<file path="src/rtl/captmr_pkg.sv">
package captmr_pkg;

   typedef enum logic [1:0] {
      M_WIDTH  = 2'd0,
      M_PERIOD = 2'd1,
      M_COUNT  = 2'd2,
      M_WINDOW = 2'd3
   } meas_mode_e;

   typedef enum logic [1:0] {
      E_RISE = 2'd0,
      E_FALL = 2'd1,
      E_BOTH = 2'd2,
      E_ANY  = 2'd3
   } edge_kind_e;

   typedef enum logic [1:0] {
      S_IDLE = 2'd0,
      S_ARM  = 2'd1,
      S_RUN  = 2'd2,
      S_DONE = 2'd3
   } ctl_state_e;

endpackage

</file>
<file path="src/rtl/captmr_sync.sv">
module captmr_sync #(
   parameter int NUM_PINS = 2,
   parameter int STAGES   = 2
) (
   input  logic                clk,
   input  logic                rst_n,
   input  logic [NUM_PINS-1:0] pin_raw,
   output logic [NUM_PINS-1:0] pin_now,
   output logic [NUM_PINS-1:0] pin_old
);

   for (genvar g = 0; g < NUM_PINS; g++) begin : g_pin
      logic [STAGES-1:0] chain;
      logic              last;

      always_ff @(posedge clk or negedge rst_n) begin
         if (!rst_n) begin
            chain <= '0;
            last  <= 1'b0;
         end else begin
            chain <= {chain[STAGES-2:0], pin_raw[g]};
            last  <= chain[STAGES-1];
         end
      end

      assign pin_now[g] = chain[STAGES-1];
      assign pin_old[g] = last;
   end

endmodule

</file>
<file path="src/rtl/captmr_edge.sv">
module captmr_edge
   import captmr_pkg::*;
#(
   parameter int NUM_PINS = 2,
   parameter int SEL_W    = 1
) (
   input  logic [NUM_PINS-1:0] pin_now,
   input  logic [NUM_PINS-1:0] pin_old,
   input  logic [SEL_W-1:0]    sel,
   input  edge_kind_e          kind,
   input  logic                low_true,
   output logic                lvl,
   output logic                lvl_entry,
   output logic                hit
);

   logic cur_s, old_s, rise, fall;

   always_comb begin
      cur_s = 1'b0;
      old_s = 1'b0;
      for (int i = 0; i < NUM_PINS; i++) begin
         if (32'(sel) == i) begin
            cur_s = pin_now[i];
            old_s = pin_old[i];
         end
      end
   end

   assign rise      = cur_s & ~old_s;
   assign fall      = ~cur_s & old_s;
   assign lvl       = cur_s ^ low_true;
   assign lvl_entry = lvl & ~(old_s ^ low_true);

   always_comb begin
      unique case (kind)
         E_RISE:  hit = rise;
         E_FALL:  hit = fall;
         default: hit = rise | fall;
      endcase
   end

endmodule

</file>
<file path="src/rtl/captmr_ctrl.sv">
module captmr_ctrl
   import captmr_pkg::*;
#(
   parameter int CNT_W = 16,
   parameter int SEL_W = 1
) (
   input  logic             clk,
   input  logic             rst_n,
   input  logic             start,
   input  logic [1:0]       mode_in,
   input  logic [1:0]       kind_in,
   input  logic             low_in,
   input  logic [SEL_W-1:0] sel_in,
   input  logic             lvl,
   input  logic             lvl_entry,
   input  logic             hit,
   input  logic             win_uf,
   output edge_kind_e       cfg_kind,
   output logic             cfg_low,
   output logic [SEL_W-1:0] cfg_sel,
   output logic [CNT_W-1:0] result,
   output logic             done,
   output logic             overflow
);

   localparam logic [CNT_W-1:0] CNT_MAX = {CNT_W{1'b1}};
   localparam logic [CNT_W-1:0] CNT_ONE = CNT_W'(1);

   meas_mode_e       cfg_mode;
   ctl_state_e       state;
   logic [CNT_W-1:0] cnt;
   logic [CNT_W-1:0] inc_val;
   logic             at_max;
   logic             arm_go;

   assign at_max  = (cnt == CNT_MAX);
   assign inc_val = at_max ? CNT_MAX : cnt + CNT_ONE;
   assign arm_go  = (cfg_mode == M_WIDTH) ? lvl_entry : hit;
   assign done    = (state == S_DONE);

   always_ff @(posedge clk or negedge rst_n) begin
      if (!rst_n) begin
         cfg_mode <= M_WIDTH;
         cfg_kind <= E_RISE;
         cfg_low  <= 1'b0;
         cfg_sel  <= '0;
         state    <= S_IDLE;
         cnt      <= '0;
         result   <= '0;
         overflow <= 1'b0;
      end else if (start) begin
         cfg_mode <= meas_mode_e'(mode_in);
         cfg_kind <= edge_kind_e'(kind_in);
         cfg_low  <= low_in;
         cfg_sel  <= sel_in;
         cnt      <= '0;
         result   <= '0;
         overflow <= 1'b0;
         if (mode_in == M_WIDTH || mode_in == M_PERIOD) state <= S_ARM;
         else                                             state <= S_RUN;
      end else begin
         unique case (state)
            S_ARM: begin
               if (arm_go) begin
                  state <= S_RUN;
                  cnt   <= (cfg_mode == M_WIDTH) ? CNT_ONE : '0;
               end
            end
            S_RUN: begin
               unique case (cfg_mode)
                  M_WIDTH: begin
                     if (lvl) begin
                        cnt      <= inc_val;
                        overflow <= overflow | at_max;
                     end else begin
                        result <= cnt;
                        state  <= S_DONE;
                     end
                  end
                  M_PERIOD: begin
                     overflow <= overflow | at_max;
                     if (hit) begin
                        result <= inc_val;
                        state  <= S_DONE;
                     end else begin
                        cnt <= inc_val;
                     end
                  end
                  M_COUNT: begin
                     if (hit) begin
                        cnt      <= inc_val;
                        result   <= inc_val;
                        overflow <= overflow | at_max;
                     end
                  end
                  default: begin
                     if (hit) begin
                        cnt      <= inc_val;
                        overflow <= overflow | at_max;
                     end
                     if (win_uf) begin
                        result <= hit ? inc_val : cnt;
                        state  <= S_DONE;
                     end
                  end
               endcase
            end
            default: ;
         endcase
      end
   end

   // a finished measurement stays finished until restarted
   a_r8_done_held: assert property (@(posedge clk) disable iff (!rst_n)
      (done && !start) |=> done);

   // the captured value does not move while done
   a_r8_result_held: assert property (@(posedge clk) disable iff (!rst_n)
      (done && !start) |=> $stable(result));

   // start always clears the flags
   a_r8_start_clears: assert property (@(posedge clk) disable iff (!rst_n)
      start |=> (!done && !overflow && result == '0));

   // a saturated counter never wraps
   a_r7_sat_hold: assert property (@(posedge clk) disable iff (!rst_n)
      (state == S_RUN && at_max && !start) |=> (cnt == CNT_MAX));

   // overflow is sticky within a measurement
   a_r7_ovf_sticky: assert property (@(posedge clk) disable iff (!rst_n)
      (overflow && !start) |=> overflow);

   // an underflow during a windowed run ends it
   a_r6_window_ends: assert property (@(posedge clk) disable iff (!rst_n)
      (state == S_RUN && cfg_mode == M_WINDOW && win_uf && !start) |=> done);

endmodule

</file>
<file path="src/rtl/pulse_capture_timer.sv">
module pulse_capture_timer
   import captmr_pkg::*;
#(
   parameter int CNT_W       = 16,
   parameter int NUM_PINS    = 2,
   parameter int SYNC_STAGES = 2,
   localparam int SEL_W      = (NUM_PINS > 1) ? $clog2(NUM_PINS) : 1
) (
   input  logic                clk,
   input  logic                rst_n,
   input  logic [NUM_PINS-1:0] pin_in,
   input  logic [SEL_W-1:0]    pin_sel,
   input  logic [1:0]          mode,
   input  logic [1:0]          edge_sel,
   input  logic                active_low,
   input  logic                win_underflow,
   input  logic                start,
   output logic [CNT_W-1:0]    result,
   output logic                done,
   output logic                overflow
);

   if (CNT_W < 2 || CNT_W > 32) begin : g_bad_cnt
      $error("CNT_W must lie in 2..32");
   end
   if (NUM_PINS < 1) begin : g_bad_pins
      $error("NUM_PINS must be at least 1");
   end
   if (SYNC_STAGES < 2) begin : g_bad_sync
      $error("SYNC_STAGES must be at least 2");
   end

   logic [NUM_PINS-1:0] pin_now, pin_old;
   edge_kind_e          cfg_kind;
   logic                cfg_low;
   logic [SEL_W-1:0]    cfg_sel;
   logic                lvl, lvl_entry, hit;

   captmr_sync #(
      .NUM_PINS (NUM_PINS),
      .STAGES   (SYNC_STAGES)
   ) u_sync (
      .clk     (clk),
      .rst_n   (rst_n),
      .pin_raw (pin_in),
      .pin_now (pin_now),
      .pin_old (pin_old)
   );

   captmr_edge #(
      .NUM_PINS (NUM_PINS),
      .SEL_W    (SEL_W)
   ) u_edge (
      .pin_now   (pin_now),
      .pin_old   (pin_old),
      .sel       (cfg_sel),
      .kind      (cfg_kind),
      .low_true  (cfg_low),
      .lvl       (lvl),
      .lvl_entry (lvl_entry),
      .hit       (hit)
   );

   captmr_ctrl #(
      .CNT_W (CNT_W),
      .SEL_W (SEL_W)
   ) u_ctrl (
      .clk       (clk),
      .rst_n     (rst_n),
      .start     (start),
      .mode_in   (mode),
      .kind_in   (edge_sel),
      .low_in    (active_low),
      .sel_in    (pin_sel),
      .lvl       (lvl),
      .lvl_entry (lvl_entry),
      .hit       (hit),
      .win_uf    (win_underflow),
      .cfg_kind  (cfg_kind),
      .cfg_low   (cfg_low),
      .cfg_sel   (cfg_sel),
      .result    (result),
      .done      (done),
      .overflow  (overflow)
   );

endmodule

</file>
<file path="config.mk">
export PLATFORM = sky130hd
export DESIGN_NAME = pulse_capture_timer
export DESIGN_NICKNAME = d
export VERILOG_FILES = /design/src/rtl/captmr_pkg.sv /design/src/rtl/captmr_sync.sv /design/src/rtl/captmr_edge.sv /design/src/rtl/captmr_ctrl.sv /design/src/rtl/pulse_capture_timer.sv
export SDC_FILE = /design/constraint.sdc
export NUM_CORES = 1
export LEC_CHECK = 0
export BUFFER_PORTS_ARGS = -buffer_cell sky130_fd_sc_hd__buf_2
export CORE_MARGIN = 2
export CORE_UTILIZATION = 65
export CTS_CLUSTER_DIAMETER = 30
export CTS_CLUSTER_SIZE = 16
export DETAILED_ROUTE_END_ITERATION = 6
export GPL_TIMING_DRIVEN = 0
export PLACE_DENSITY = 0.86
export SYNTH_ARGS = -nofsm -noshare
export SYNTH_HDL_FRONTEND = slang
export SYNTH_SLANG_ARGS = --single-unit
export TNS_END_PERCENT = 1
</file>
<file path="constraint.sdc">
create_clock -name clk -period 5.2 [get_ports clk]
set_clock_uncertainty 0.1 [all_clocks]
set_input_delay 0 -clock clk [delete_from_list [all_inputs] [get_ports clk]]
set_output_delay 0 -clock clk [all_outputs]
set_load 0.02 [all_outputs]
</file>
==> flow_metrics.tcl, run 1 <==
set metrics [dict create \
    run_status "complete, no violations" \
    drv_cap 0 \
    powerDensity_nw_per_um2 260 \
    cts_tree "done" \
    hold_buffers 10 \
    antenna_found_initial 0 \
    drtIter0Drc 482 \
    ff2ff_setup_slack_ns 1.97 \
    die_w_um 75.6 \
    path_clk_slew_ns 0.09 \
    period_needed_ns 3.23 \
    drt-pass1-iter-count 5 \
    worstPathRequired_ns 5.25 \
    ctsResizeCount 0 \
    drc 0 \
    synth_top_area_frac 0.353 \
    ys_seq_area_frac 0.353 \
    total_power_w 0.000986 \
    fin_crit_sh 0.620 \
    worstSetupPathType "flip-flop to flip-flop" \
    synth_area_um2 3330 \
    clk_path_buf_depth 2 \
    grt_usage 0.355 \
    synth_cell_type_count 65 \
    setup_tns_ns 0 \
    io_buffers 29 \
    peakVddDrop_mv 0.229 \
    ant_nets 0 \
    cts_made_buffers 5 \
    core_area_um2 5010 \
    fmax_mhz 310 \
    cts_root_buf "clkbuf_8" \
    start_util 0.664 \
    critPathMaxFanout 7 \
    yosysMostFrequentCell "dfrtp_1" \
    hold_viol 0 \
    cts_max_level 2 \
    yosys_register_bits 47 \
    insertion_delay_ns 0.32 \
    synth_warnings 0 \
    synth_nets 395 \
    die_y_um 75.6 \
    wirelength_um 9570 \
    overflow 0 \
    synth-edff-count 0 \
    num_antenna_cells 0 \
    hp-class "input pin to flip-flop" \
    row_count 26 \
    tightest_slew_ns 1.06 \
    grt_start_max_net_pins 48 \
    nets 441 \
    avgSynthCellArea_um2 8.85 \
    wl_per_cell_um 19.4 \
    cts_sinks 47 \
    dpl.hpwl_um 6380 \
    synth-async-reset-ratio 1.00 \
    synthCells 376 \
    place_congestion 0.947 \
    max-slew-margin-rel 0.291 \
    netlist_top_cells_count "dfrtp_1 (47), nand2_1 (34), a21oi_1 (32)" \
    grt_pass1_vias 3229 \
    pin_count 30 \
    area_delta_synth_final_pct 14.1 \
    via_per_inst 6.78 \
    die-area_um2 5710 \
    leakage_nw 1.73 \
    ys.flop_type "dfrtp_1" \
    worst_setup_path_end_kind "flip-flop" \
    routed-via-count 3343 \
    cts_setup_buffers 0 \
    drive_gt1_frac 0.170 \
    synth_area_leader_cell "dfrtp_1" \
    synth_area_leaders "dfrtp_1 (35%), a21oi_1 (4.8%), o21ai_0 (4.7%)" \
    finalSetupViolations 0 \
    rsz0062_at_grt "no" \
    postLayoutCoreUtil 0.758 \
    crit_path_start_kind "flip-flop" \
    grt_first_pass_wirelength_um 15200 \
    crit_arrival_ns 3.28 \
    maxSlewViolCount 0 \
]
[sequential cells by signal (all words and copies together), names as in the netlist]
name	cells
u_ctrl.cfg_mode	2
u_ctrl.cnt	16
u_ctrl.state	2
u_ctrl.result	16
u_ctrl.overflow	1
u_sync.g_pin.last	2
u_ctrl.cfg_low	1
u_sync.g_pin.chain	4
u_ctrl.cfg_sel	1
u_ctrl.cfg_kind	2
[power by group]
part,switching [W],internal (W)
clock,0.000137,0.000192
combinational,0.000173,0.0000891
sequential,0.0000157,0.000380
total,0.000325,0.000661
[layout by cell type, fill, tap and decap left out, types with 3 or more instances in the layout]
cell / instances
a211o_1: 6
a211oi_1: 3
a21boi_0: 3
a21o_1: 10
a21oi_1: 32
a221o_1: 7
a31oi_1: 3
a32o_1: 15
and3_1: 10
and4_1: 7
buf_2: 40
buf_6: 5
clkbuf_1: 14
clkbuf_8: 5
dfrtp_1: 47
dlygate4sd3_1: 10
ha_1: 7
inv_1: 13
mux2_2: 6
nand2_1: 34
nand2b_1: 5
nand3_1: 12
nand4_1: 7
nor2_1: 15
nor2b_1: 5
nor3_1: 8
nor4_1: 4
nor4b_1: 4
o211ai_1: 6
o21a_1: 4
o21ai_0: 31
[path summary, 6_finish.rpt]
check                                               from                  endpoint  depth (start not counted)
worst max-delay path                      u_ctrl.cfg_sel            u_ctrl.cnt[14]                          9
worst max register to register            u_ctrl.cfg_sel            u_ctrl.cnt[14]                          9
worst min register to register  u_sync.g_pin[1].chain[0]  u_sync.g_pin[1].chain[1]                          0
worst min-delay path                       win_underflow           u_ctrl.state[0]                          5
max in group asynchronous                          rst_n             u_ctrl.cnt[0]                          2
min in group asynchronous                          rst_n             u_ctrl.cnt[7]                          2
[logic make-up after synthesis]
logic type      after synthesis  synth area share
flops                        47             0.353
fa+ha+maj                     7            0.0263
mux                           9            0.0331
compound gates              142             0.303
xor+xnor                      1           0.00263
buf+inv                      46            0.0680
simple gates                124             0.213
[critical path, stage by stage, from the launching register on]
cell,delay [ns]
dfrtp_1,0.35
buf_6,0.13
mux2i_4,0.29
inv_1,0.08
ha_1,0.20
mux2_2,0.32
o21a_1,0.30
a211o_1,0.39
a21boi_0,0.74
a21oi_1,0.16
[metrics by stage]
| step | cell area (um2) | hold WS, ns | setup slack [ns] | cells |
|---|---|---|---|---|
| finish | 3800 | 0.0885 | 1.97 | 493 |
| global route | 3800 | 0.149 | 1.88 | 493 |
| detailed placement | 3560 | 0.00933 | 2.05 | 475 |
| floorplan | 3330 | -0.396 | 2.57 | 376 |
| CTS | 3800 | 0.0861 | 2.03 | 493 |
| global placement | 3560 | 0.00900 | 2.16 | 475 |
[layout make-up]
| cell class | count | area (um2) |
|---|---|---|
| clock inverters | 3 | 67.6 |
| clock buffers | 5 | 68.8 |
| repair buffers | 39 | 245 |
| well taps | 70 | 87.6 |
| multi-input cells | 283 | 1930 |
| fillers | 366 | 1210 |
| inverters | 13 | 48.8 |
| plain buffers | 33 | 178 |
| flip-flops and latches | 47 | 1180 |
[metal layers]
metal	vias up	part of all wire	track usage
li1	1518	-	-
met1	1570	0.39	0.456
met2	212	0.48	0.583
met3	43	0.083	0.0437
met4	0	0.045	0.195
met5	-	0	0
Power figures use the tool's default switching activity.
==> run 2: changes to the inputs <==
- CORE_UTILIZATION: 65 -> 54
- PLACE_DENSITY: 0.86 -> 0.76
- clock period: 5.2 -> 2.83 ns (I/O delays scaled with it)
==> flow_metrics.tcl, run 2 (synthesis gave the netlist of run 1 again) <==
set metrics [dict create \
    area_delta_synth_final_pct 16.6 \
    drv_cap 0 \
    largestRegisters "u_ctrl.cnt: 16 flops, u_ctrl.result: 16 flops, u_sync.g_pin.chain: 4 flops" \
    io_buffers 29 \
    cts_made_buffers 5 \
    routed-via-count 3387 \
    cp_top_family "compound AO/OA/AOI/OAI gates" \
    crit_arrival_ns 2.84 \
    grt_pass1_vias 3054 \
    row_count 28 \
    path_clk_slew_ns 0.09 \
    cts_root_buf "clkbuf_8" \
    grt_first_pass_wirelength_um 15200 \
    hold_viol 0 \
    most-common-layout-cells "dfrtp_1 (47), buf_2 (38), nand2_1 (33)" \
    place_congestion 0.910 \
    wirelength_um 9610 \
    whs_ns 0.0836 \
    wl_per_cell_um 19.1 \
    drt-pass1-iter-count 5 \
    fmax_mhz 364 \
    drtIter0Drc 474 \
    antenna_found_initial 0 \
    worst_setup_path_end_kind "flip-flop" \
    grt_usage 0.297 \
    layout_commonest_cell "dfrtp_1" \
    finalSetupViolations 0 \
    maxSlewViolCount 0 \
    fin_crit_sh 0.970 \
    nets 447 \
    grt_start_max_net_pins 48 \
    powerDensity_nw_per_um2 453 \
    cts_sinks 47 \
    max-slew-margin-rel 0.297 \
    period_needed_ns 2.75 \
    multi_input_area_um2 1970 \
    critPathBufInv 2 \
    setup_ws_ns 0.0848 \
    leakage_nw 1.77 \
    insertion_delay_ns 0.31 \
    dpl.hpwl_um 6510 \
    num_antenna_cells 0 \
    clk_path_buf_depth 2 \
    final-seq-area_um2 1180 \
    worstSetupPathType "flip-flop to flip-flop" \
    cp_slowest_cell "a221o_1" \
    core_area_um2 5960 \
    nFillCells 518 \
    place_ws_ns -0.433 \
    worstPathRequired_ns 2.92 \
    hp-class "input pin to flip-flop" \
    peakVddDrop_mv 0.298 \
    run_status "complete, no violations" \
    drc 0 \
    start_util 0.559 \
    critPathMaxStageDelay_ns 0.36 \
    overflow 0 \
    path_cells "buf_6 -> mux2i_4 -> inv_1 -> ha_1 -> mux2_4 -> o21a_4 -> a211o_1 -> a21bo_2 -> a221o_1" \
    cts_max_level 2 \
    die_y_um 82.5 \
    via_per_inst 6.72 \
    pin_count 30 \
    drive_gt1_frac 0.205 \
    die_w_um 82.5 \
    crit_path_start_kind "flip-flop" \
    die-area_um2 6810 \
    ant_nets 0 \
    critPathMaxFanout 7 \
    cts_tree "done" \
    tightest_slew_ns 1.06 \
    setup_tns_ns 0 \
]
run 2: cell count changes in the layout (fill, tap and decap cells not counted), moves of 2 or more:
cell and change:
mux2i_2 +2, clkbuf_2 +2, buf_2 -2, mux2i_1 -2, clkbuf_1 -2, buf_4 +7
run 2: worst paths after layout:
kind                                          start                       end  slack (ns)  depth (start not counted)
setup / recovery                     u_ctrl.cfg_sel            u_ctrl.cnt[13]        0.08                          9
hold / removal                        win_underflow           u_ctrl.state[0]        0.08                          5
setup reg to reg                     u_ctrl.cfg_sel            u_ctrl.cnt[13]        0.08                          9
hold reg to reg            u_sync.g_pin[0].chain[0]  u_sync.g_pin[0].chain[1]        0.26                          0
max in group asynchronous                     rst_n          u_ctrl.result[8]        1.67                          2
min in group asynchronous                     rst_n          u_ctrl.result[5]        0.31                          2
run 2: power breakdown:
group | switching [W] | internal (W) | total [W]
clock | 0.000247 | 0.000263 | 0.000510
combinational | 0.000327 | 0.000194 | 0.000521
sequential | 0.0000284 | 0.000698 | 0.000726
run 2: repair_timing:
action,in CTS,in global routing
gates resized for setup,8,12
hold buffers,10,0
pin swaps,2,2
buffers inserted,2,4
setup endpoints to repair,26,30
endpoints found under the hold margin,57,0
run 2: stage by stage:
step	cell area, um2	total power [W]	std cells	utilization
2_1_floorplan	3330	0.00105	376	-
3_3_place_gp	3570	0.00118	480	0.599
3_5_place_dp	3570	0.00119	480	0.599
4_1_cts	3820	0.00172	500	0.641
5_1_grt	3880	0.00183	504	0.652
6_report	3880	0.00176	504	0.652
run 2: layout make-up:
class / instances / area share
multi-input cells: 283 / 0.507
flip-flops and latches: 47 / 0.303
repair buffers: 45 / 0.0748
inverters: 13 / 0.0126
well taps: 75 / 0.0242
clock inverters: 3 / 0.0113
plain buffers: 33 / 0.0496
clock buffers: 5 / 0.0177
run 2: tightest hold or removal path, cell delays in order:
cell and delay (ns):
buf_2 0.10, nor3_1 0.04, a21oi_1 0.11, a21oi_1 0.07
o21ai_0 0.14
run 2: per-layer routing:
| metal | track usage | up-vias | part of all wire |
|---|---|---|---|
| met2 | 0.488 | 194 | 0.47 |
| met5 | 0 | - | 0 |
| li1 | - | 1546 | - |
| met1 | 0.407 | 1616 | 0.43 |
| met4 | 0.0967 | 0 | 0.030 |
| met3 | 0.0402 | 31 | 0.073 |
